==> src/rtl/ssup_pkg.sv <==
package ssup_pkg;

    localparam int GRP_CH     = 8;
    localparam int SMP_W      = 12;
    localparam int SLOPE_SPAN = 3;

    typedef struct packed {
        logic drop_all;
        logic drop_idle;
        logic pair_sum;
        logic invert;
    } ssup_mode_t;

    typedef enum logic [1:0] {
        KEEP_ALL    = 2'd0,
        KEEP_NONE   = 2'd1,
        KEEP_ON_HIT = 2'd2
    } keep_pol_e;

    // drop-all overrides the per-channel policy
    function automatic keep_pol_e keep_policy(input ssup_mode_t m);
        if (m.drop_all)
            return KEEP_NONE;
        else if (m.drop_idle)
            return KEEP_ON_HIT;
        else
            return KEEP_ALL;
    endfunction

endpackage

==> src/rtl/ssup_slope_tap.sv <==
module ssup_slope_tap #(
    parameter int NCH  = 8,
    parameter int SW   = 12,
    parameter int SPAN = 3
) (
    input  logic                  clk,
    input  logic                  rst,
    input  logic                  win_start,
    input  logic                  smp_valid,
    input  logic [NCH*SW-1:0]     smp_data,
    output logic [NCH*(SW+1)-1:0] diff_o,
    output logic                  primed_o
);
    localparam int CW = $clog2(SPAN + 1);
    localparam int DW = SW + 1;

    // count of valid samples seen in this window, saturating at SPAN
    logic [CW-1:0] fill_cnt;

    always_ff @(posedge clk) begin
        if (rst)
            fill_cnt <= '0;
        else if (win_start)
            fill_cnt <= smp_valid ? CW'(1) : '0;
        else if (smp_valid && fill_cnt != CW'(SPAN))
            fill_cnt <= fill_cnt + 1'b1;
    end

    assign primed_o = (fill_cnt == CW'(SPAN)) && !win_start;

    for (genvar ch = 0; ch < NCH; ch++) begin : g_chan
        logic [SW-1:0] tap [SPAN];
        logic [SW-1:0] cur;

        assign cur = smp_data[ch*SW +: SW];

        always_ff @(posedge clk) begin
            if (rst) begin
                for (int i = 0; i < SPAN; i++) tap[i] <= '0;
            end else if (smp_valid) begin
                tap[0] <= cur;
                for (int i = 1; i < SPAN; i++) tap[i] <= tap[i-1];
            end
        end

        assign diff_o[ch*DW +: DW] = $signed({1'b0, cur}) - $signed({1'b0, tap[SPAN-1]});
    end

endmodule

==> src/rtl/ssup_hit_eval.sv <==
module ssup_hit_eval #(
    parameter int NCH = 8,
    parameter int SW  = 12
) (
    input  logic [NCH*(SW+1)-1:0] diff_i,
    input  logic                  primed_i,
    input  logic                  smp_valid,
    input  logic                  pair_sum,
    input  logic                  invert,
    input  logic [SW+1:0]         thr,
    output logic [NCH-1:0]        hit_now
);
    localparam int DW    = SW + 1;
    localparam int MW    = SW + 3;
    localparam int NPAIR = NCH / 2;

    for (genvar p = 0; p < NPAIR; p++) begin : g_pair
        logic [DW-1:0]        raw_a, raw_b;
        logic signed [MW-1:0] d_a, d_b, d_sum;

        assign raw_a = diff_i[(2*p)*DW   +: DW];
        assign raw_b = diff_i[(2*p+1)*DW +: DW];
        assign d_a   = {{2{raw_a[DW-1]}}, raw_a};
        assign d_b   = {{2{raw_b[DW-1]}}, raw_b};
        // slope of the sum equals the sum of the slopes
        assign d_sum = d_a + d_b;

        for (genvar j = 0; j < 2; j++) begin : g_side
            logic signed [MW-1:0] d_sel, mag;

            assign d_sel = pair_sum ? d_sum : ((j == 0) ? d_a : d_b);
            assign mag   = invert ? -d_sel : (d_sel[MW-1] ? -d_sel : d_sel);
            assign hit_now[2*p+j] = smp_valid && primed_i && !mag[MW-1]
                                    && (mag[MW-2:0] > thr);
        end
    end

endmodule

==> src/rtl/ssup_window_latch.sv <==
module ssup_window_latch
    import ssup_pkg::*;
#(
    parameter int NCH = 8
) (
    input  logic           clk,
    input  logic           rst,
    input  logic           win_start,
    input  logic           win_end,
    input  logic [NCH-1:0] hit_now,
    input  logic [NCH-1:0] chan_en,
    input  keep_pol_e      policy,
    input  logic           pair_sum,
    output logic [NCH-1:0] keep_o,
    output logic [NCH-1:0] hit_o
);
    logic [NCH-1:0] acc;
    logic [NCH-1:0] window_hits;

    assign window_hits = (win_start ? '0 : acc) | hit_now;

    always_ff @(posedge clk) begin
        if (rst) begin
            acc    <= '0;
            hit_o  <= '0;
            keep_o <= '0;
        end else begin
            acc <= window_hits;
            if (win_end) begin
                hit_o <= window_hits & chan_en;
                case (policy)
                    KEEP_NONE:   keep_o <= '0;
                    KEEP_ON_HIT: keep_o <= window_hits & chan_en;
                    default:     keep_o <= chan_en;
                endcase
            end
        end
    end

    assert_reset_clear_R1: assert property (@(posedge clk)
        rst |=> (keep_o == '0 && hit_o == '0));

    assert_hold_between_R5: assert property (@(posedge clk) disable iff (rst)
        !win_end |=> ($stable(hit_o) && $stable(keep_o)));

    assert_masked_quiet_R7: assert property (@(posedge clk) disable iff (rst)
        win_end |=> (((hit_o | keep_o) & ~$past(chan_en)) == '0));

    assert_drop_all_R8: assert property (@(posedge clk) disable iff (rst)
        (win_end && policy == KEEP_NONE) |=> (keep_o == '0));

    assert_keep_follows_hit_R9: assert property (@(posedge clk) disable iff (rst)
        (win_end && policy == KEEP_ON_HIT) |=> (keep_o == hit_o));

    for (genvar p = 0; p < NCH / 2; p++) begin : g_pair_chk
        assert_pair_equal_R6: assert property (@(posedge clk) disable iff (rst)
            (win_end && pair_sum && chan_en[2*p] && chan_en[2*p+1])
            |=> (hit_o[2*p] == hit_o[2*p+1]));
    end

endmodule

==> src/rtl/slope_suppressor.sv <==
module slope_suppressor
    import ssup_pkg::*;
#(
    parameter int NCH  = GRP_CH,
    parameter int SW   = SMP_W,
    parameter int SPAN = SLOPE_SPAN
) (
    input  logic              clk,
    input  logic              rst,
    input  logic              win_start,
    input  logic              win_end,
    input  logic              smp_valid,
    input  logic [NCH*SW-1:0] smp_data,
    input  logic [NCH-1:0]    chan_enable,
    input  logic [SW+1:0]     hit_thr,
    input  logic              mode_drop_all,
    input  logic              mode_drop_idle,
    input  logic              mode_pair_sum,
    input  logic              mode_invert,
    output logic [NCH-1:0]    keep_o,
    output logic [NCH-1:0]    hit_o
);
    localparam int DW = SW + 1;

    ssup_mode_t           mode;
    logic [NCH*DW-1:0]    diff;
    logic                 primed;
    logic [NCH-1:0]       hit_now;

    assign mode = '{drop_all:  mode_drop_all,
                    drop_idle: mode_drop_idle,
                    pair_sum:  mode_pair_sum,
                    invert:    mode_invert};

    ssup_slope_tap #(.NCH(NCH), .SW(SW), .SPAN(SPAN)) u_tap (
        .clk       (clk),
        .rst       (rst),
        .win_start (win_start),
        .smp_valid (smp_valid),
        .smp_data  (smp_data),
        .diff_o    (diff),
        .primed_o  (primed)
    );

    ssup_hit_eval #(.NCH(NCH), .SW(SW)) u_eval (
        .diff_i    (diff),
        .primed_i  (primed),
        .smp_valid (smp_valid),
        .pair_sum  (mode.pair_sum),
        .invert    (mode.invert),
        .thr       (hit_thr),
        .hit_now   (hit_now)
    );

    ssup_window_latch #(.NCH(NCH)) u_latch (
        .clk       (clk),
        .rst       (rst),
        .win_start (win_start),
        .win_end   (win_end),
        .hit_now   (hit_now),
        .chan_en   (chan_enable),
        .policy    (keep_policy(mode)),
        .pair_sum  (mode.pair_sum),
        .keep_o    (keep_o),
        .hit_o     (hit_o)
    );

endmodule

==> config.mk <==
export PLATFORM = sky130hd
export DESIGN_NAME = slope_suppressor
export DESIGN_NICKNAME = d
export VERILOG_FILES = /design/src/rtl/ssup_pkg.sv /design/src/rtl/ssup_slope_tap.sv /design/src/rtl/ssup_hit_eval.sv /design/src/rtl/ssup_window_latch.sv /design/src/rtl/slope_suppressor.sv
export SDC_FILE = /design/constraint.sdc
export NUM_CORES = 1
export LEC_CHECK = 0
export BUFFER_PORTS_ARGS = -buffer_cell sky130_fd_sc_hd__buf_2
export CORE_MARGIN = 4
export CORE_UTILIZATION = 55
export CTS_CLUSTER_SIZE = 30
export DETAILED_ROUTE_END_ITERATION = 6
export PLACE_DENSITY_LB_ADDON = 0.2
export SLEW_MARGIN = 30
export SYNTH_ARGS = -nofsm -noshare
export SYNTH_HDL_FRONTEND = slang
export SYNTH_SLANG_ARGS = --single-unit
==> constraint.sdc <==
create_clock -name clk -period 21.4 [get_ports clk]
set_clock_uncertainty 0.05 [all_clocks]
set_input_delay 4.28 -clock clk [delete_from_list [all_inputs] [get_ports clk]]
set_output_delay 4.28 -clock clk [all_outputs]
set_load 0.02 [all_outputs]
==> summary.txt <==
STA
  – Summed negative setup slack over all endpoints: 0 ns
  – FMAX: 95.1 MHz
  – Worst slew slack as a fraction of its limit: 44.2%
  – Post-route fraction of the period consumed by the critical path: 49.1%
  – Final max-slew violation count: 0
  – Final Hold Vio Count: 0
  – Final min period: 10.51 ns
  – Transition time of the tightest slew-check pin: 0.816 ns
  – Final setup violating endpoints: 0
  – RSZ-0062 raised after global routing: no

Routing
  – Per-cell routed wire length: 18.6 um
  – Average via count per standard cell: 6.01
  – Post-DRT Antenna Nets: 0
  – Remaining design rule violation count: 0
  – Number of DRC markers after the initial detailed-route iteration: 1,408
  – Total vias in the final route: 20,900
  – Routed wire length: 64.5 mm
  – Count of TritonRoute iterations in the first routing pass: 5

Yosys
  – Primary FF master, synth: sky130_fd_sc_hd__edfxtp_1
  – Number of distinct library cell variants in the gate-level netlist after synthesis: 105
  – Average size of a mapped cell: 9.38 um^2
  – Fraction of the yosys area taken by sequential cells: 35.5%
  – Post-Syn Nets: 3,174
  – Synth warnings: 0
  – Largest area contributor in the synthesized netlist: sky130_fd_sc_hd__edfxtp_1
  – Synth top area cells: sky130_fd_sc_hd__edfxtp_1, sky130_fd_sc_hd__ha_1, sky130_fd_sc_hd__xnor2_1
  – Combined area of all synthesized cells: 0.0258 mm^2
  – Most frequent cell after synthesis: sky130_fd_sc_hd__edfxtp_1
  – Area share of the leading cell type in the synthesized netlist: 33.5%
  – Post-Synthesis Cells: 2,754
  – Number of synthesized flops with an enable pin: 288
  – Synthesis-stage register bit count: 314
  – Top post-synthesis cells by count: sky130_fd_sc_hd__edfxtp_1, sky130_fd_sc_hd__ha_1, sky130_fd_sc_hd__inv_1
  – Async SR Flop Fraction: 0%

Place
  – GPL Wtd Cong: 0.944
  – Post-DP HPWL: 47.6 mm
  – Number of I/O port buffers: 142
  – Placement Cell Area: 0.0270 mm^2

Final layout
  – Fill cell count: 3,934
  – Share of post-route cells with drive strength above 1: 9.95%
  – Final Cell Area: 0.0282 mm^2
  – Final Core Density: 60.7%
  – Area growth from synthesis to layout: 9.14%
  – NumNets Final: 3,260
  – Antenna diode count: 0

Critical path
  – Worst Path Class, Setup: input port to register
  – Cell with the largest stage delay on the worst path: sky130_fd_sc_hd__a2111oi_0
  – Crit start category: input port
  – Biggest fanout along the worst timing path: 5
  – Kind of end point of the critical path: register
  – Data required time of the critical path: 21.74 ns
  – Worst stage delay on the critical path: 0.77 ns
  – Critical Path AT: 10.85 ns
  – Most frequent cell on the critical path: sky130_fd_sc_hd__ha_1

Clocking
  – Insertion delay of the later-clocked pin in the worst-skew pair: 0.55 ns
  – TritonCTS clock tree: done
  – CTS HTree Levels: 2
  – CTS clock-pin slew for the worst setup and hold paths: 0.06 ns
  – Hold_buf cts: 0
  – Total setup buffers inserted after CTS: 0
  – Clock tree sinks: 314
  – Number of buffers on the longest clock path: 3
  – CTS root buf: sky130_fd_sc_hd__clkbuf_16
  – Number of gates resized after CTS: 0
  – Number of buffers added by the clock tree synthesis step: 35

Floorplanning
  – Row count: 79
  – Placeable core area: 0.0465 mm^2
  – I/O pin count: 143
  – Height of the chip: 225 um
  – Initial standard-cell utilization of the core: 55.6%
  – Die Area: 0.0505 mm^2
  – Chip width: 225 um

Job
  – # Max-Cap Violations: 0

Power
  – Power share of the combinational group: 48.9%
  – Switching power share of the total: 38.3%
  – Cell internal power dissipation: 1.62 mW
  – Leakage power summed over all cells: 12.6 nW
  – Clock network fraction of design power: 23.6%
  – Pwr dens: 92.9 mW/mm^2
  – Sw Pwr: 1.00 mW
  – Max rail drop VDD: 94.2 uV
  – Total Power Consumption: 2.62 mW
  – Sequential share of power: 27.6%

Global routing
  – GR Overflow Total: 0
  – Number of antenna violations at the first check in global routing: 1
  – First-pass GRT wire length: 104 mm
  – Number of global-route vias before repair: 20,200
  – Pin count of the biggest net entering global routing: 128
  – Tot GR Track Use: 25.1%

Run status
  – Outcome: finished, final reports clean

Worst hold path
  – Classification of the worst-slack hold path: register to register
-- flip-flops by register name, summed over array words and instances (netlist names) --
name / flops
u_latch.keep_o: 8
u_latch.acc: 8
u_tap.g_chan.tap: 288
u_tap.fill_cnt: 2
u_latch.hit_o: 8
-- worst paths after layout --
| kind | start | endpoint | slack, ns | cells after the start |
|---|---|---|---|---|
| max reg2reg | u_tap.g_chan[7].tap[0][25]$_SDFFCE_PN0P_ | u_latch.keep_o[6]$_SDFFE_PP0P_ | 14.40 | 31 |
| min | u_latch.hit_o[5]$_SDFFE_PP0P_ | u_latch.hit_o[5]$_SDFFE_PP0P_ | 0.41 | 2 |
| max | smp_data[72] | u_latch.keep_o[6]$_SDFFE_PP0P_ | 10.89 | 32 |
| min reg2reg | u_latch.hit_o[5]$_SDFFE_PP0P_ | u_latch.hit_o[5]$_SDFFE_PP0P_ | 0.41 | 2 |
-- worst max-delay path, delay by kind of cell --
kind	cells	cell delay [ns]
AOI/OAI and AO/OA	11	2.95
xor gates and xnor gates	1	0.17
adders and majority gates	5	1.44
buffers and inverters	2	0.13
and+or+nand+nor	13	1.88
-- placed cells by master, fill, tap and decap left out, types with 17 or more instances in the layout --
cell                        synthesis  layout
sky130_fd_sc_hd__edfxtp_1         288     288
sky130_fd_sc_hd__ha_1             281     281
sky130_fd_sc_hd__inv_1            192     190
sky130_fd_sc_hd__a21oi_1          180     180
sky130_fd_sc_hd__and3_1           180     180
sky130_fd_sc_hd__nor2_1           172     171
sky130_fd_sc_hd__nand2_1          155     154
sky130_fd_sc_hd__xnor2_1          154     154
sky130_fd_sc_hd__buf_2              7     140
sky130_fd_sc_hd__and2_1           130     130
sky130_fd_sc_hd__o21ai_0          112     112
sky130_fd_sc_hd__a21o_1            72      72
sky130_fd_sc_hd__nor3_1            64      64
sky130_fd_sc_hd__nand2b_1          49      49
sky130_fd_sc_hd__xor2_1            47      47
sky130_fd_sc_hd__nand3_1           38      38
sky130_fd_sc_hd__clkbuf_16          0      37
sky130_fd_sc_hd__o211ai_1          31      31
sky130_fd_sc_hd__nor2b_1           29      29
sky130_fd_sc_hd__or3_1             28      28
sky130_fd_sc_hd__a21boi_0          26      26
sky130_fd_sc_hd__dfxtp_1           26      26
sky130_fd_sc_hd__a211oi_1          25      25
sky130_fd_sc_hd__nand4_1           24      24
sky130_fd_sc_hd__o21a_1            22      22
sky130_fd_sc_hd__or2_2             18      18
sky130_fd_sc_hd__a31oi_1           18      18
sky130_fd_sc_hd__mux2i_1           17      17
-- cell type report --
type	count	area, um^2	share of cell area (%)
Sequential cell	314	9170	32.5
Multi-Input combinational cell	2141	15500	55.2
Tap cell	607	759	2.69
Clock buffer	44	952	3.38
Timing Repair Buffer	153	817	2.90
Inverter	195	733	2.60
Clock inverter	18	209	0.741
-- kinds of logic after synthesis --
group / synth area share [%]
muxes: 0.935
DFF: 35.5
adders and majority gates: 14.6
xor gates and xnor gates: 6.99
AOI/OAI and AO/OA: 17.0
buffers and inverters: 4.39
and+or+nand+nor: 20.6
-- layer usage --
layer / vias up / share of wire [%] / GRT usage (%)
li1: 10300 / - / -
met1: 9936 / 46 / 35.5
met5: - / 0 / 0
met3: 110 / 6.0 / 3.99
met4: 0 / 2.8 / 7.67
met2: 574 / 45 / 40.0
-- metrics by stage --
step / instances / worst slack [ns] / hold slack, ns
after floorplan: 2754 / 9.55 / 0.400
after global placement: 3410 / 10.81 / 0.395
after detailed placement: 3410 / 10.55 / 0.402
after CTS: 3472 / 11.08 / 0.412
after global routing: 3472 / 10.46 / 0.430
final: 3472 / 10.89 / 0.409
-- power groups by stage --
stage,Clock [mW],Combinational [mW],Sequential [mW]
after global placement,0,1.20,0.733
after detailed placement,0,1.25,0.735
after floorplan,0,0.977,0.739
after CTS,0.631,1.26,0.722
final,0.617,1.28,0.722
after global routing,0.658,1.43,0.726
No activity file was read; power rests on OpenSTA's default activity.
